### src/rtl/bbt_pkg.sv
package bbt_pkg;

    typedef enum logic [2:0] {
        ST_IDLE      = 3'd0,
        ST_ZP_FETCH  = 3'd1,
        ST_ZP_READ   = 3'd2,
        ST_ZP_REREAD = 3'd3,
        ST_OFS_FETCH = 3'd4,
        ST_DUMMY     = 3'd5,
        ST_CROSS     = 3'd6,
        ST_DONE      = 3'd7
    } bbt_state_e;

endpackage

### src/rtl/bbt_bit_select.sv
module bbt_bit_select #(
    parameter int DATA_W = 8,
    localparam int IDX_W = $clog2(DATA_W)
) (
    input  logic [DATA_W-1:0] data,
    input  logic [IDX_W-1:0]  idx,
    input  logic              want_set,
    output logic              taken
);
    logic [DATA_W-1:0] hit;

    for (genvar g = 0; g < DATA_W; g++) begin : g_hit
        assign hit[g] = (idx == IDX_W'(g)) & data[g];
    end

    logic sel_bit;
    assign sel_bit = |hit;
    assign taken   = want_set ? sel_bit : ~sel_bit;

endmodule

### src/rtl/bbt_branch_target.sv
module bbt_branch_target #(
    parameter int ADDR_W = 16,
    parameter int DATA_W = 8,
    localparam int HI_W  = ADDR_W - DATA_W
) (
    input  logic [ADDR_W-1:0] pc,
    input  logic [DATA_W-1:0] ofs,
    output logic [ADDR_W-1:0] target,
    output logic              crosses,
    output logic [ADDR_W-1:0] cross_addr
);
    logic [ADDR_W-1:0] ofs_ext;

    assign ofs_ext    = {{HI_W{ofs[DATA_W-1]}}, ofs};
    assign target     = pc + ofs_ext;
    assign crosses    = target[ADDR_W-1:DATA_W] != pc[ADDR_W-1:DATA_W];
    assign cross_addr = {pc[ADDR_W-1:DATA_W], target[DATA_W-1:0]};

endmodule

### src/rtl/bbt_branch_seq.sv
module bbt_branch_seq
    import bbt_pkg::*;
#(
    parameter int ADDR_W = 16,
    parameter int DATA_W = 8,
    parameter logic [ADDR_W-DATA_W-1:0] ZP_PAGE = '0,
    localparam int IDX_W = $clog2(DATA_W)
) (
    input  logic              clk,
    input  logic              rst_n,
    input  logic              start,
    input  logic [IDX_W:0]    op_sel,
    input  logic [ADDR_W-1:0] pc_in,
    output logic [ADDR_W-1:0] mem_addr,
    output logic              mem_rd,
    input  logic [DATA_W-1:0] mem_rdata,
    output logic              done,
    output logic [ADDR_W-1:0] pc_out
);
    typedef struct packed {
        bbt_state_e        state;
        logic              want_set;
        logic [IDX_W-1:0]  idx;
        logic [ADDR_W-1:0] pc;
        logic [DATA_W-1:0] zp;
        logic [DATA_W-1:0] data;
        logic [DATA_W-1:0] ofs;
    } regs_t;

    localparam regs_t REGS_RESET = '{state: ST_IDLE, default: '0};

    regs_t r_d, r_q;

    logic              taken;
    logic [ADDR_W-1:0] target;
    logic              crosses;
    logic [ADDR_W-1:0] cross_addr;
    logic [ADDR_W-1:0] zp_addr;

    assign zp_addr = {ZP_PAGE, r_q.zp};

    bbt_bit_select #(.DATA_W(DATA_W)) i_bit_select (
        .data     (r_q.data),
        .idx      (r_q.idx),
        .want_set (r_q.want_set),
        .taken    (taken)
    );

    bbt_branch_target #(.ADDR_W(ADDR_W), .DATA_W(DATA_W)) i_branch_target (
        .pc         (r_q.pc),
        .ofs        (r_q.ofs),
        .target     (target),
        .crosses    (crosses),
        .cross_addr (cross_addr)
    );

    always_comb begin
        r_d      = r_q;
        mem_rd   = 1'b0;
        mem_addr = r_q.pc;
        case (r_q.state)
            ST_IDLE: begin
                if (start) begin
                    r_d.pc       = pc_in;
                    r_d.want_set = op_sel[IDX_W];
                    r_d.idx      = op_sel[IDX_W-1:0];
                    r_d.state    = ST_ZP_FETCH;
                end
            end
            ST_ZP_FETCH: begin
                mem_rd    = 1'b1;
                mem_addr  = r_q.pc;
                r_d.zp    = mem_rdata;
                r_d.pc    = r_q.pc + ADDR_W'(1);
                r_d.state = ST_ZP_READ;
            end
            ST_ZP_READ: begin
                mem_rd    = 1'b1;
                mem_addr  = zp_addr;
                r_d.data  = mem_rdata;
                r_d.state = ST_ZP_REREAD;
            end
            ST_ZP_REREAD: begin
                mem_rd    = 1'b1;
                mem_addr  = zp_addr;
                r_d.state = ST_OFS_FETCH;
            end
            ST_OFS_FETCH: begin
                mem_rd    = 1'b1;
                mem_addr  = r_q.pc;
                r_d.ofs   = mem_rdata;
                r_d.pc    = r_q.pc + ADDR_W'(1);
                r_d.state = taken ? ST_DUMMY : ST_DONE;
            end
            ST_DUMMY: begin
                mem_rd   = 1'b1;
                mem_addr = r_q.pc;
                if (crosses) begin
                    r_d.state = ST_CROSS;
                end else begin
                    r_d.pc    = target;
                    r_d.state = ST_DONE;
                end
            end
            ST_CROSS: begin
                mem_rd    = 1'b1;
                mem_addr  = cross_addr;
                r_d.pc    = target;
                r_d.state = ST_DONE;
            end
            ST_DONE: begin
                r_d.state = ST_IDLE;
            end
            default: begin
                r_d.state = ST_IDLE;
            end
        endcase
    end

    always_ff @(posedge clk or negedge rst_n) begin
        if (!rst_n) begin
            r_q <= REGS_RESET;
        end else begin
            r_q <= r_d;
        end
    end

    assign done   = (r_q.state == ST_DONE);
    assign pc_out = r_q.pc;

    // A sequence only opens on an accepted start
    assert_rd_opens_on_start_R3: assert property (@(posedge clk) disable iff (!rst_n)
        $rose(mem_rd) |-> $past(start));

    assert_start_ignored_R9: assert property (@(posedge clk) disable iff (!rst_n)
        (start && r_q.state != ST_IDLE) |=> (r_q.state != ST_ZP_FETCH));

    assert_dummy_at_pc_R5: assert property (@(posedge clk) disable iff (!rst_n)
        (r_q.state == ST_DUMMY) |-> (mem_rd && mem_addr == $past(mem_addr) + ADDR_W'(1)));

    assert_cross_keeps_hi_R6: assert property (@(posedge clk) disable iff (!rst_n)
        (r_q.state == ST_CROSS) |->
            (mem_addr[ADDR_W-1:DATA_W] == $past(mem_addr[ADDR_W-1:DATA_W])));

    assert_done_single_R7: assert property (@(posedge clk) disable iff (!rst_n)
        done |=> !done);

    assert_done_after_bus_R7: assert property (@(posedge clk) disable iff (!rst_n)
        done |-> ($past(mem_rd) && !mem_rd));

endmodule

### config.mk
export PLATFORM = sky130hd
export DESIGN_NAME = bbt_branch_seq
export DESIGN_NICKNAME = d
export VERILOG_FILES = /design/src/rtl/bbt_pkg.sv /design/src/rtl/bbt_bit_select.sv /design/src/rtl/bbt_branch_target.sv /design/src/rtl/bbt_branch_seq.sv
export SDC_FILE = /design/constraint.sdc
export NUM_CORES = 1
export LEC_CHECK = 0
export ABC_AREA = 1
export ABC_CLOCK_PERIOD_IN_PS = 5600
export BUFFER_PORTS_ARGS = -buffer_cell sky130_fd_sc_hd__buf_4
export CAP_MARGIN = 30
export CORE_MARGIN = 3
export CORE_UTILIZATION = 41
export CTS_CLUSTER_SIZE = 14
export DETAILED_ROUTE_END_ITERATION = 8
export PLACE_DENSITY = 0.71
export SLEW_MARGIN = 20
export SYNTH_ARGS = -nofsm -noshare
export SYNTH_HDL_FRONTEND = slang
export SYNTH_SLANG_ARGS = --single-unit
### constraint.sdc
create_clock -name clk -period 5.6 [get_ports clk]
set_input_delay 0.28 -clock clk [delete_from_list [all_inputs] [get_ports clk]]
set_output_delay 0.28 -clock clk [all_outputs]
set_load 0.005 [all_outputs]
==> flow_summary.yaml <==
route:
  count_of_vias_placed_by_the_detailed_router: 4042
  routed_wl_per_cell_um: 14.53
  dr.pass1.iters: 6
  detail_route.drc_violations: 0
  routed_wirelength_mm: 11.31
  detail_route.iter0.violations: 428
  antenna_left: 0
  viasPerCell: 5.195
yosys:
  ff_latch_count_synth: 47
  synth.net_count: 653
  post_synth.cell_area_avg_um2: 6.498
  ys_warn_count: 0
  synthesis.instances: 605
  netlist-cell-type-count: 32
  mappedNetlistArea_mm2: 0.003931
  synth_seq_area_share_pct: 29.92
floorplanning:
  chipWidth_um: 103.9
  floorplan.initialDensity_pct: 42.35
  die_y_um: 103.9
  core_region_area_mm2: 0.009284
  fp.dieArea_mm2: 0.01080
  boundaryPins: 65
  placementRows: 35
layout:
  fillerInstances: 981
  layout.core_utilization_pct: 48.57
  mostFrequentLayoutCell: "nand2_1"
  top_library_cells_by_usage_in_the_layout_fill_and_taps_aside: "nand2_1 (185), nand3_1 (92), inv_1 (82), buf_4 (66), dfrtp_1 (47)"
  insertedDiodeCount: 0
  number_of_nets_in_the_layout: 697
  share_of_cells_above_drive_strength_1_pct: 13.10
  area_growth_syn_to_layout_pct: 14.70
critical_path:
  worst-path-max-fanout: 17
  cpMostUsedCell: "nand2_1"
  ff2ff_setup_slack_ns: 2.51
  rr_worst_depth: 15
  start_kind: "flip-flop"
  worst_ep_arrival_time_ns: 3.27
  regToRegStartpoint: "pc_out[0]"
  regToRegEndpoint: "pc_out[15]"
  setup.worst_path.class: "flip-flop to flip-flop"
  critPathRequiredTime_ns: 5.79
  end_kind: "flip-flop"
  critical_path.slowest_cell: "dfrtp_1"
  crit_path_cell_trace: "ha_1 -> fa_1 -> nand3_1 -> nand3_1 -> nand2_1 -> nand2_1 -> xnor2_1 -> nand2_1 -> nand2_1 -> nor2_1 -> nand2_1 -> o21bai_4 -> nand2_4 -> nand2_1 -> nand2_1"
  critical_path.max_stage_delay_ns: 0.47
timing:
  final_layout_setup_total_negative_slack_ns: 0
  timing.hold.ws_ns: -0.03113
  fin_crit_ns: 3.087
  maxSlewHeadroom_pct: 58.34
  period_share_pct: 55.12
  finalSetupViolCount: 0
  grt_setup_unrepaired: "no"
  max_freq_ghz: 0.3240
  timing_worst_slew_pin_value_ns: 0.6248
  final_hold_viol_count: 8
  clock_skew_ns: 0.006647
  finalMaxSlewViolations: 0
global_routing:
  grt_start_max_net_pins: 48
  grt.total_usage_pct: 20.62
  grt-ovfl-total: 0
  grt_pass1_wl_mm: 18.29
  first_global_vias: 3717
  initial_antenna_violation_count: 0
worst_hold_path:
  worstHoldPathType: "input port to asynchronous set/reset pin"
clock_network:
  cts_inserted_buffers: 5
  clkSinkCount: 47
  cts_tree: "yes"
  post_cts_setup_buffers: 0
  clk_latency_ns: 0.30
  clock_tree.htree_level_count: 2
  ctsRootBufferMaster: "clkbuf_8"
  cts_resized: 0
  cts-root-to-sink-buffers: 2
  clkTransAtPathRegs_ns: 0.09
  cts_hold_buffers: 0
power_and_ir_drop:
  worst_vdd_drop_mv: 0.3441
  power_leakage_nw: 2.456
  power_density_mw_per_mm2: 669.6
  fin_total_pwr_mw: 3.019
run_status:
  violations_in_the_final_reports: "negative hold slack"
  run_status: "finished with violations"
job:
  cap_viol_max_count: 0
place:
  finalWeightedCongestion: 0.9389
  hpwl_mm: 8.908
  port_buffers: 64
## sequential cells by signal, summed over array words and instances, names as in the netlist
name / cells
r_q: 31
pc_out: 16
## how the worst max path moves through the flow
stage          startpoint          to  slack [ns]  cells after the start
5_1_grt         pc_out[0]   pc_out[3]        2.22                     15
4_1_cts         pc_out[0]  pc_out[15]        2.54                     15
2_1_floorplan   pc_out[0]   pc_out[8]        3.08                     16
3_5_place_dp    pc_out[0]  pc_out[15]        2.55                     15
6_report        pc_out[0]  pc_out[15]        2.51                     15
3_3_place_gp    pc_out[0]  pc_out[15]        2.63                     15
## layout make-up
cell class	count	area, um^2	share of cell area, %
Clock buffer	5	68.82	1.526
Clock inverter	2	37.54	0.8324
Inverter	85	319.1	7.075
Multi-Input combinational cell	444	2251	49.92
Sequential cell	47	1176	26.08
Tap cell	129	161.4	3.579
Timing Repair Buffer	66	495.5	10.99
## cells by family (layout without fill, tap and decap cells)
kind of cell | count (synthesis) | in the layout | share of synthesized area [%]
AOI/OAI and AO/OA | 74 | 74 | 11.62
xor gates and xnor gates | 12 | 12 | 2.674
adders and majority gates | 17 | 17 | 5.601
buffers and inverters | 114 | 158 | 12.83
DFF | 47 | 47 | 29.92
muxes | 1 | 1 | 0.2864
and+or+nand+nor | 340 | 340 | 37.08
## where the power goes
part | switching, mW | internal [mW]
clock | 0.118 | 0.131
sequential | 0.200 | 0.502
combinational | 1.28 | 0.786
## routing by layer
metal | routed length (um) | track usage (%) | vias to the layer above
li1 | - | - | 2038
met3 | 710 | 2.297 | 21
met1 | 5018 | 28.17 | 1838
met5 | 0 | 0 | -
met4 | 262 | 6.078 | 0
met2 | 5316 | 34.49 | 145
## cell usage after synthesis
cell / instances / area share [%]
a22oi_1: 1 / 0.19
dfrtp_1: 47 / 30
buf_2: 1 / 0.13
nand3b_1: 1 / 0.19
and2_1: 3 / 0.48
o221ai_1: 12 / 2.7
clkinv_1: 2 / 0.19
o21ai_0: 35 / 4.5
inv_2: 1 / 0.095
nand4_1: 5 / 0.80
clkbuf_1: 10 / 0.95
nand3_1: 92 / 12
ha_1: 16 / 5.1
fa_1: 1 / 0.51
buf_4: 16 / 3.1
mux2_2: 1 / 0.29
a21oi_1: 15 / 1.9
nand2_2: 4 / 0.64
o21bai_4: 1 / 0.48
xnor2_1: 3 / 0.67
nor3_1: 2 / 0.25
xor2_1: 9 / 2.0
o311ai_0: 1 / 0.22
nand2_1: 185 / 18
o22ai_1: 1 / 0.16
nor2_2: 1 / 0.16
nand3_2: 2 / 0.51
o211ai_1: 8 / 1.5
buf_6: 2 / 0.57
nor2_1: 43 / 4.1
nand2_4: 2 / 0.57
inv_1: 82 / 7.8
## per-stage QoR
step	instances	area, um^2	setup slack, ns
after global routing	778	4509	2.222
after CTS	778	4509	2.538
final	778	4509	2.513
after detailed placement	771	4403	2.551
after global placement	771	4403	2.634
after floorplan	605	3931	3.082
## critical path, delay by kind of cell (launching register included)
| kind | cells | cell delay, ns |
|---|---|---|
| xor gates and xnor gates | 1 | 0.18 |
| DFF | 1 | 0.47 |
| adders and majority gates | 2 | 0.70 |
| AOI/OAI and AO/OA | 1 | 0.43 |
| and+or+nand+nor | 11 | 1.18 |
No activity file was read; power rests on OpenSTA's default activity.
